<file path="config.mk">
export PLATFORM = sky130hd
export DESIGN_NAME = dbg_wd_supervisor
export DESIGN_NICKNAME = d
export VERILOG_FILES = /design/src/rtl/dbgsup_pkg.sv /design/src/rtl/dbgsup_phase_timer.sv /design/src/rtl/dbgsup_wd_counter.sv /design/src/rtl/dbgsup_exit_lock.sv /design/src/rtl/dbg_wd_supervisor.sv
export SDC_FILE = /design/constraint.sdc
export NUM_CORES = 1
export LEC_CHECK = 0
export ABC_AREA = 1
export BUFFER_PORTS_ARGS = -buffer_cell sky130_fd_sc_hd__buf_4
export CAP_MARGIN = 20
export CORE_ASPECT_RATIO = 0.75
export CORE_UTILIZATION = 50
export CTS_BUF_LIST = sky130_fd_sc_hd__clkbuf_2 sky130_fd_sc_hd__clkbuf_4 sky130_fd_sc_hd__clkbuf_8
export DETAILED_ROUTE_END_ITERATION = 6
export PLACE_DENSITY = 0.7
export SETUP_SLACK_MARGIN = 0.2
export SLEW_MARGIN = 20
export SYNTH_ARGS = -nofsm -noshare
export SYNTH_HDL_FRONTEND = slang
export SYNTH_SLANG_ARGS = --single-unit
</file>
<file path="constraint.sdc">
create_clock -name clk -period 2.4 [get_ports clk]
set_clock_uncertainty 0.05 [all_clocks]
set_input_delay 0 -clock clk [delete_from_list [all_inputs] [get_ports clk]]
set_output_delay 0 -clock clk [all_outputs]
set_load 0.02 [all_outputs]
</file>
<file path="src/rtl/dbgsup_pkg.sv">
package dbgsup_pkg;

    typedef enum logic [1:0] {
        ST_BOOT  = 2'd0,
        ST_INIT  = 2'd1,
        ST_DEBUG = 2'd2,
        ST_SUPV  = 2'd3
    } sup_state_e;

    // Per-clock input events after decoding
    typedef struct packed {
        logic win;
        logic leave;
        logic kick;
    } sup_evt_t;

    // Decisions produced by the next-state logic
    typedef struct packed {
        sup_state_e nxt;
        logic       entry_d;
        logic       wd_load;
        logic       req_d;
    } sup_ctl_t;

    function automatic int unsigned cnt_w(input int unsigned n);
        return (n < 2) ? 1 : $clog2(n);
    endfunction

endpackage

</file>
<file path="src/rtl/dbgsup_phase_timer.sv">
module dbgsup_phase_timer
    import dbgsup_pkg::*;
#(
    parameter int unsigned LEN = 16
) (
    input  logic clk,
    input  logic rst,
    input  logic run,
    output logic last
);
    localparam int unsigned W = cnt_w(LEN);
    localparam logic [W-1:0] LAST_VAL = W'(LEN - 1);

    logic [W-1:0] cnt_q;

    always_ff @(posedge clk) begin
        if (rst || !run) begin
            cnt_q <= '0;
        end else if (cnt_q != LAST_VAL) begin
            cnt_q <= cnt_q + 1'b1;
        end
    end

    assign last = run && (cnt_q == LAST_VAL);

endmodule

</file>
<file path="src/rtl/dbgsup_wd_counter.sv">
module dbgsup_wd_counter
    import dbgsup_pkg::*;
#(
    parameter int unsigned TIMEOUT = 1024
) (
    input  logic clk,
    input  logic rst,
    input  logic load,
    input  logic run,
    input  logic kick,
    output logic expire
);
    localparam int unsigned W = cnt_w(TIMEOUT);
    localparam logic [W-1:0] RELOAD = W'(TIMEOUT - 1);

    logic [W-1:0] cnt_q;

    always_ff @(posedge clk) begin
        if (rst || load) begin
            cnt_q <= RELOAD;
        end else if (run) begin
            if (kick) begin
                cnt_q <= RELOAD;
            end else if (cnt_q != '0) begin
                cnt_q <= cnt_q - 1'b1;
            end
        end
    end

    assign expire = run && !kick && (cnt_q == '0);

endmodule

</file>
<file path="src/rtl/dbgsup_exit_lock.sv">
module dbgsup_exit_lock (
    input  logic clk,
    input  logic rst,
    input  logic leave,
    output logic blocked
);
    logic locked_q;

    always_ff @(posedge clk) begin
        if (rst) begin
            locked_q <= 1'b0;
        end else if (leave) begin
            locked_q <= 1'b1;
        end
    end

    // A leave in the current clock blocks entry as well
    assign blocked = locked_q || leave;

endmodule

</file>
<file path="src/rtl/dbg_wd_supervisor.sv">
module dbg_wd_supervisor
    import dbgsup_pkg::*;
#(
    parameter int unsigned TIMEOUT    = 1024,
    parameter int unsigned INIT_LEN   = 16,
    parameter int unsigned DATA_W     = 8,
    parameter logic [DATA_W-1:0] LEAVE_CODE = 8'hA5
) (
    input  logic              clk,
    input  logic              rst,
    input  logic              dbg_win,
    input  logic              reg_wr,
    input  logic [DATA_W-1:0] reg_wdata,
    input  logic              wd_kick,
    output logic              dbg_active,
    output logic              wd_active,
    output logic              rst_req
);
    sup_state_e state_q;
    logic       entry_q;
    logic       req_q;
    sup_evt_t   evt;
    sup_ctl_t   ctl;
    logic       boot_last;
    logic       blocked;
    logic       wd_expire;

    assign evt.win   = dbg_win;
    assign evt.leave = reg_wr && (reg_wdata == LEAVE_CODE);
    assign evt.kick  = wd_kick;

    dbgsup_phase_timer #(.LEN(INIT_LEN)) u_boot (
        .clk  (clk),
        .rst  (rst),
        .run  (state_q == ST_BOOT),
        .last (boot_last)
    );

    dbgsup_exit_lock u_lock (
        .clk     (clk),
        .rst     (rst),
        .leave   (evt.leave),
        .blocked (blocked)
    );

    dbgsup_wd_counter #(.TIMEOUT(TIMEOUT)) u_wd (
        .clk    (clk),
        .rst    (rst),
        .load   (ctl.wd_load),
        .run    (state_q == ST_SUPV),
        .kick   (evt.kick),
        .expire (wd_expire)
    );

    always_comb begin
        ctl.nxt     = state_q;
        ctl.entry_d = entry_q;
        ctl.wd_load = 1'b0;
        ctl.req_d   = 1'b0;
        unique case (state_q)
            ST_BOOT: begin
                if (boot_last) begin
                    ctl.nxt     = ST_INIT;
                    ctl.entry_d = evt.win && !blocked;
                end
            end
            ST_INIT: begin
                if (entry_q && !blocked) begin
                    ctl.nxt = ST_DEBUG;
                end else begin
                    ctl.nxt     = ST_SUPV;
                    ctl.wd_load = 1'b1;
                end
            end
            ST_DEBUG: begin
                if (evt.leave || !evt.win) begin
                    ctl.nxt     = ST_SUPV;
                    ctl.wd_load = 1'b1;
                end
            end
            ST_SUPV: begin
                if (wd_expire) begin
                    ctl.nxt   = ST_BOOT;
                    ctl.req_d = 1'b1;
                end
            end
            default: ctl.nxt = ST_BOOT;
        endcase
    end

    always_ff @(posedge clk) begin
        if (rst) begin
            state_q <= ST_BOOT;
            entry_q <= 1'b0;
            req_q   <= 1'b0;
        end else begin
            state_q <= ctl.nxt;
            entry_q <= ctl.entry_d;
            req_q   <= ctl.req_d;
        end
    end

    assign dbg_active = (state_q == ST_DEBUG);
    assign wd_active  = (state_q == ST_SUPV);
    assign rst_req    = req_q;

endmodule

</file>
# Yosys cells after proc, flatten, opt, wreduce, memory -nomap -nowiden
# Cells that the tools add are included.
classes:
  bitwise: 1
  add_sub_neg: 2
  muxes: 11
  reduce_logical: 22
  eq_ne: 9
ops:
  columns: ["operator", "count"]
  rows:
  - ["10-bit 2-to-1 mux", 2]
  - ["10-bit zero test", 1]
  - ["10-bit nonzero test", 1]
  - ["10-bit by 1-bit subtractor with 10-bit output, second input constant", 1]
  - ["8-bit equality test, second input constant", 1]
  - ["2-bit one-hot mux with 4 select lines", 1]
  - ["1-bit logical AND", 6]
  - ["4-bit by 1-bit adder with 4-bit output, second input constant", 1]
  - ["2-bit equality test, second input constant", 2]
  - ["4-bit equality test, second input constant", 1]
  - ["1-bit zero test", 4]
  - ["1-bit logical OR", 4]
  - ["1-bit 2-to-1 mux", 4]
  - ["2-bit 2-to-1 mux", 2]
  - ["2-bit inequality test, second input constant", 2]
  - ["4-bit inequality test, second input constant", 1]
  - ["2-bit AND reduction", 2]
  - ["3-bit 2-to-1 mux", 1]
  - ["3-bit AND reduction", 1]
  - ["2-bit by 1-bit equality test with 1-bit output, second input constant", 1]
  - ["2-bit zero test", 1]
  - ["2-bit by 1-bit inequality test with 1-bit output, second input constant", 1]
  - ["1-bit one-hot mux with 2 select lines", 1]
  - ["2-bit nonzero test", 1]
  - ["2 further kinds", 2]
word_totals:
  ff_bits: 19
  inputBits: 13
  wordCells: 51
  out_inout_bits: 3

# Longest topological paths before layout
# Gate-level depths: netlist (run 1).
depth:
  word_depth: 8
  mapped_depth: 12
  ltp_nobuf: 11

# By module
# A second synthesis (run 1) with hierarchy kept.
hier_totals:
  cells_unflattened: 188
  area_unflattened_um2: 1242.4
by_module_without_submodules:
  columns: ["module", "instances", "cells_per_inst", "area_each_um2", "seq_area_each_um2"]
  rows:
  - ["dbgsup_wd_counter", 1, 97, 634.4, 200.2]
  - ["dbg_wd_supervisor", 1, 55, 364.1, 80.1]
  - ["dbgsup_phase_timer", 1, 32, 210.2, 80.1]
  - ["dbgsup_exit_lock", 1, 4, 33.8, 20.0]

# Worst setup path after synthesis (run 1)
# No wires, ideal clock.
synth_timing:
  path_type: "register -> register"
  startpoint: "register u_wd.cnt_q[0]"
  endpoint: "register u_wd.cnt_q[8]"
  setup_slack_ns: 0.921
  t_arrival_ns: 1.298
  path_stages_with_launch: 11
  path_buffers: 1
  setup_time_ns: 0.131
  cell_sequence: "dfxtp_1 inv_1 ha_1 nand3_1 nor2_2 nand2_2 nand2_4 inv_4 buf_6 a21oi_1 nand2_1"
synth_via:
  elab_chain_cells: 3
  word_cells_on_any_way: 6
synth_lines:
  columns: ["item", "line", "rtl"]
  rows:
  - ["start, declared", "dbgsup_wd_counter.sv:16", "logic [W-1:0] cnt_q;"]
  - ["start signal, assigned", "dbgsup_wd_counter.sv:25", "cnt_q <= cnt_q - 1'b1;"]
  - ["10-bit by 1-bit subtractor with 10-bit output or 10-bit nonzero test (tied branches)", "dbgsup_wd_counter.sv:25, dbgsup_wd_counter.sv:24", null]
  - ["10-bit 2-to-1 mux or 2-bit nonzero test (tied branches)", null, null]
  - ["10-bit 2-to-1 mux or 2-bit AND reduction (tied branches)", null, null]
# Parallel ways exist; a longest one is shown, timed or not. The select of a mux whose other input is x is not followed.
# A chain may end at the register's enable or synchronous reset.

# Worst setup path after layout (run 1)
layout_timing:
  startpoint: "input port reg_wdata[1]"
  endpoint: "register entry_q"
layout_via:
  elab_chain_cells: 5
layout_lines:
  columns: ["item", "line", "rtl"]
  rows:
  - ["start, declared", "dbg_wd_supervisor.sv:13", "input logic [DATA_W-1:0] reg_wdata,"]
  - ["8-bit equality test", "dbg_wd_supervisor.sv:29", "assign evt.leave = reg_wr && (reg_wdata == LEAVE_CODE);"]
  - ["1-bit logical AND", "dbg_wd_supervisor.sv:29", null]
  - ["1-bit logical OR", "dbgsup_exit_lock.sv:18", "assign blocked = locked_q || leave;"]
  - ["1-bit zero test", "dbg_wd_supervisor.sv:64", "ctl.entry_d = evt.win && !blocked;"]
  - ["1-bit logical AND", "dbg_wd_supervisor.sv:64", null]
  - ["end signal, assigned", "dbg_wd_supervisor.sv:98", "entry_q <= ctl.entry_d;"]
  - ["end, declared", "dbg_wd_supervisor.sv:20", "logic entry_q;"]
# Every way passes these cells.

==> run metrics, run 1 <==
status=finished clean; CP Buf/Inv Count=4; Critical Path End Type=register; DRC Markers=0; largest cells by area after synthesis=dfxtp_1 (33%), nand2_1 (15%), nand3_1 (8.7%); clk buf depth=2; clk_lat worst skew=0.31 ns; layout cells sized above 1=16.2%; final core occ=65.4%; setup tns final=0 ns; sequential share of the synthesized area=33.0%; WP data required=2.56 ns; CTS HTree Levels=1; Crit Path Max Fanout=4; f_max=487 MHz; Core Rows=14; leading area contributor after synthesis=dfxtp_1; CP max stage delay=0.56 ns; syn avg cell area=6.55 sq um; antenna violations before repair=0; Num Clock Sinks=19; crit-path cells=dlygate4sd3_1 > buf_4 > nor2_1 > dlygate4sd3_1 > nand3_2 > nand2_1 > nor3_1 > nand2_1 > a21oi_1 > dlygate4sd3_1; fin. max-slew vios=0; area of the mapped netlist=1150 sq um; kind of critical path=input pin to register; post-DP HPWL=1.85 mm; post-layout min period=2.05 ns; register bit total from synthesis=19; GP Congestion=0.829; Min-Delay Endpoint=u_wd.cnt_q[0]; Setup Viol. Count Final=0; TritonCTS clock tree=built; maximum vdd ir drop=0.000654 V; Max-slew headroom=66.6%; critical path launch point type=input pin; most frequent cells in the layout=nand2_1 (45), inv_1 (24), nor2_1 (21), nand3_1 (19), dfxtp_1 (19); worst r2r src=u_boot.cnt_q[0]; reg2reg setup slack=0.52 ns; mean number of vias per cell=5.09; Initial Utilization=55.3%; Core Region=2080 sq um; cell count along the critical path=10; Ys Warns=0; Final ANT Viol Nets=0; PD cells=758 nW/um^2; synthesis-to-layout area growth=18.2%; Iteration-0 DRC Markers=57; Least-Margin Pin Slew=0.501 ns; largest net degree at the start of global routing=17; Post-Synthesis Cells=176; DIE AREA=2500 sq um; DR WL/cell=11.3 um; Multi-input gate area=662 sq um; crit-path most repeated cell=dlygate4sd3_1; Post-synth EDFFs=0; Clock Pin Slew Worst Setup and Hold Paths=0.11 ns; most common cell after layout, fill and taps aside=nand2_1; grt ovf=0; Setup Fix Bufs, Post-CTS=0; area share of the largest cell type after synthesis=33.0%; Critical path origin=reg_wdata[1]; vias=1129; delay-heaviest family, CP=buffers and inverters; Synth cell types=25; Overall Global Routing Usage=24.0%; ANT cells=0; Seq. cell area=380 sq um; R2R depth=6; Die Wd=57.4 um; syn_nets=196; Inserted Clock Buffers=3; Synth async-reset ratio=0%; ys flop type=dfxtp_1; port buffer count=15; first-pass GRT wire length=4.55 mm; RSZ-0062 raised after global routing=false; critical path's slowest cell=dlygate4sd3_1; hold path depth=5; setup slack after layout=0.346 ns; Fin. Hold Viols=0; arrival time worst endpoint=2.21 ns; vias in the first global route=1064; FILL cells=194; Worst Hold Class=input pin to register; pre-CTS WS=0.761 ns; hold path startpoint=wd_kick; DRT Pass-1 Iters=4; Die H=43.6 um; nets@finish=219; Root Buffer=clkbuf_4; final period utilization=85.6%; Routed WL=2.50 mm; IO Pins=16; reg-to-reg critical path endpoint=entry_q; Pwr Total=1.03 mW; max_cap viols=0; total leakage power=0.692 nW
## flip-flops by register name, summed over array words and instances, names as in the netlist
register	flops
u_wd.cnt_q	10
u_lock.locked_q	1
rst_req	1
state_q	2
entry_q	1
u_boot.cnt_q	4
## through the flow
step	instance area, sq um	hold WS (ns)	cells
floorplan	1150	0.193	176
global placement	1280	0.175	213
detailed placement	1280	0.182	213
CTS	1360	0.0215	222
global route	1360	0.0548	222
finish	1360	0.0270	222
## cells in the mapped netlist (2+ instances only)
master / number
nor2_1: 21
or2_2: 2
nor3_1: 4
inv_1: 24
nand3_1: 20
o21ai_2: 2
ha_1: 7
a21oi_1: 7
o21ai_0: 10
nand4_1: 2
nand2_1: 45
dfxtp_1: 19
## worst max path at each step
stage,endpoint,slack (ns)
after detailed placement,state_q[0],0.76
after global placement,state_q[0],0.79
after CTS,entry_q,0.35
after floorplan,u_wd.cnt_q[8],0.92
final,entry_q,0.35
after global routing,entry_q,0.22
## power breakdown
part | switching [mW] | internal, mW
Combinational | 0.276 | 0.166
Clock | 0.108 | 0.0623
Sequential | 0.0498 | 0.371
## metal layers
layer | part of all wire [%] | GRT usage [%] | up-vias
li1 | - | - | 610
met1 | 51 | 32.5 | 506
met2 | 45 | 39.1 | 11
met3 | 3.2 | 6.27 | 2
met4 | 0.52 | 4.88 | 0
met5 | 0 | 0 | -
## worst reg2reg max path, delay by kind of cell (launching register included)
| family | cells | cell delay (ns) |
|---|---|---|
| DFF | 1 | 0.39 |
| AOI/OAI and AO/OA | 1 | 0.11 |
| adders and majority gates | 1 | 0.21 |
| and+or+nand+nor | 3 | 0.51 |
| buffers and inverters | 1 | 0.55 |
## area by class of cell
class | count | area share (%)
Inverter | 26 | 7.35
Sequential cell | 19 | 27.9
Clock inverter | 1 | 0.367
Tap cell | 24 | 2.20
Multi-Input combinational cell | 129 | 48.6
Timing Repair Buffer | 20 | 11.9
Clock buffer | 3 | 1.65
## repair_timing
action / in CTS / in global routing
endpoints found under the hold margin: 18 / 0
resized for setup: 0 / 1
hold buffers: 5 / 0
setup endpoints to repair: 0 / 1
## kinds of logic after synthesis
group / after synthesis / share of synthesized area [%]
adders and majority gates: 7 / 7.60
AOI/OAI and AO/OA: 23 / 11.4
buffers and inverters: 28 / 9.99
and+or+nand+nor: 99 / 38.0
DFF: 19 / 33.0
Power figures use the tool's default switching activity.
==> inputs of run 2 (changes only) <==
--- a/config.mk
+++ b/config.mk
@@ -5,7 +5,6 @@
 export SDC_FILE = /design/constraint.sdc
 export NUM_CORES = 1
 export LEC_CHECK = 0
-export ABC_AREA = 1
 export BUFFER_PORTS_ARGS = -buffer_cell sky130_fd_sc_hd__buf_4
 export CAP_MARGIN = 20
 export CORE_ASPECT_RATIO = 0.75
==> run 2 against run 1 <==
Compared with the run above:
- core utilization fell by 2.8 points
- flip-flop and latch count unchanged
- hold slack worse by 0.016 ns
- routed wire length fell by 11%
- final cell count shrank 26%
- synthesized area down 8.3%
- cell area fell by 8.3%
- critical path type is now register to register
- highest routed layer unchanged
==> run metrics, run 2 <==
status=finished clean; CP Buf/Inv Count=0; post-layout min period=2.04 ns; RSZ-0062 raised after global routing=false; DRC Markers=0; Initial Utilization=52.9%; final period utilization=85.1%; # resized after CTS=0; register bit total from synthesis=19; Root Buffer=clkbuf_4; Cell Area, Placed=1200 sq um; largest registers=u_wd.cnt_q (10), u_boot.cnt_q (4), state_q (2); final core occ=62.6%; Setup Viol. Count Final=0; Die H=41.8 um; GP Congestion=0.766; TritonCTS clock tree=built; critical path's slowest cell=or3b_2; max_cap viols=0; Crit Path Max Fanout=5; f_max=490 MHz; synth cell count leaders=dfxtp_1 (19), nand3_1 (9), nor2_1 (9); syn avg cell area=8.81 sq um; WP data required=2.53 ns; Overall Global Routing Usage=23.2%; CTS HTree Levels=1; count leader, synth=dfxtp_1; Iteration-0 DRC Markers=26; maximum vdd ir drop=0.000461 V; antenna violations before repair=0; Least-Margin Pin Slew=0.531 ns; vias=939; ANT cells=0; area share of the largest cell type after synthesis=36.0%; Synth async-reset ratio=0%; vias in the first global route=894; leading area contributor after synthesis=dfxtp_1; Core Rows=14; delay-heaviest family, CP=simple AND/OR/NAND/NOR gates; Num Clock Sinks=19; CP max stage delay=0.51 ns; DRT Pass-1 Iters=4; sequential share of the synthesized area=36.0%; Setup Fix Bufs, Post-CTS=0; Post-Synthesis Cells=120; Critical Path End Type=register; setup tns final=0 ns; setup slack after layout=0.357 ns; Routed WL=2.22 mm; mean number of vias per cell=5.69; ys flop type=dfxtp_1; total leakage power=0.498 nW; final instance area=1250 sq um; kind of critical path=register to register; most frequent cells in the layout=dfxtp_1 (19), buf_4 (16), nand3_1 (9), nor2_1 (9); first-pass GRT wire length=3.91 mm; largest net degree at the start of global routing=12; Fin. Hold Viols=0; critical path launch point type=register; pre-CTS WS=0.398 ns; Critical path origin=state_q[1]; DR WL/cell=13.5 um; Synth cell types=39; nets@finish=162; most common cell after layout, fill and taps aside=dfxtp_1; area of the mapped netlist=1060 sq um; grt ovf=0; PD cells=421 nW/um^2; Die Wd=55.1 um; Hold Slack=0.0110 ns; Biggest register=u_wd.cnt_q; Clock Pin Slew Worst Setup and Hold Paths=0.11 ns; clk_lat worst skew=0.30 ns; Placed Cells=159; port buffer count=15; Core Region=2000 sq um; DIE AREA=2300 sq um; largest cells by area after synthesis=dfxtp_1 (36%), ha_1 (8.3%), nand3_1 (4.3%); syn_nets=140; Final Non-Filler Cells=165; crit-path cells=ha_1 > or3b_2 > a211oi_1 > and3_1 > o211ai_1; Worst Hold Class=input pin to register; clk buf depth=2; worst r2r src=state_q[1]; Hold-fix buffers, CTS=2; Inserted Clock Buffers=3; number of flip-flops under the largest register name=10; Max-slew headroom=63.7%; layout cells sized above 1=18.4%; hold path startpoint=dbg_win; Pwr Total=0.526 mW; fin. max-slew vios=0; arrival time worst endpoint=2.18 ns; IO Pins=16; Post-synth EDFFs=0; post-DP HPWL=1.71 mm; Ys Warns=0; Final ANT Viol Nets=0; synthesis-to-layout area growth=18.2%
## run 2: cell types whose count changed after synthesis, sizes merged, moves of 3 or more
cell and change:
a21oi -4, nand3 -12, o21ai -12, inv -18
mux2i +4, nand2b +6, nand2 -39, or3 +3
nor2 -14, xnor2 +4
## run 2: kinds of logic after synthesis
logic type	count (synthesis)	synth area share (%)
simple gates	56	30.5
xor+xnor	4	3.31
fa+ha+maj	7	8.28
flops	19	36.0
mux	4	3.79
compound gates	21	14.8
buf+inv	9	3.31
## run 2: per-layer routing
layer	GRT usage, %	wire length [um]
met1	34.8	1140
met5	0	0
met2	32.8	962
met4	4.50	19
met3	6.96	101
## run 2: power breakdown
| group | switching (mW) | total, mW | internal [mW] |
|---|---|---|---|
| Clock | 0.0987 | 0.161 | 0.0621 |
| Sequential | 0.00499 | 0.324 | 0.319 |
| Combinational | 0.0167 | 0.0407 | 0.0240 |
## run 2: final timing paths
check                  endpoint  slack (ns)  depth (start not counted)
hold / removal          entry_q        0.01                          5
setup reg to reg  u_wd.cnt_q[7]        0.36                          5
setup / recovery  u_wd.cnt_q[7]        0.36                          5
hold reg to reg         entry_q        0.43                          2
## run 2: final cells by class
cell class	count	area [sq um]
Inverter	8	30.0
Multi-Input combinational cell	92	642
Fill cell	200	747
Sequential cell	19	380
Clock inverter	1	5.00
Timing Repair Buffer	18	140
Clock buffer	3	22.5
Tap cell	24	30.0
## run 2: worst min-delay path, stage by stage
cell,delay (ns)
buf_4,0.11
inv_1,0.06
nor2_1,0.04
nand2_1,0.05
a21oi_1,0.05
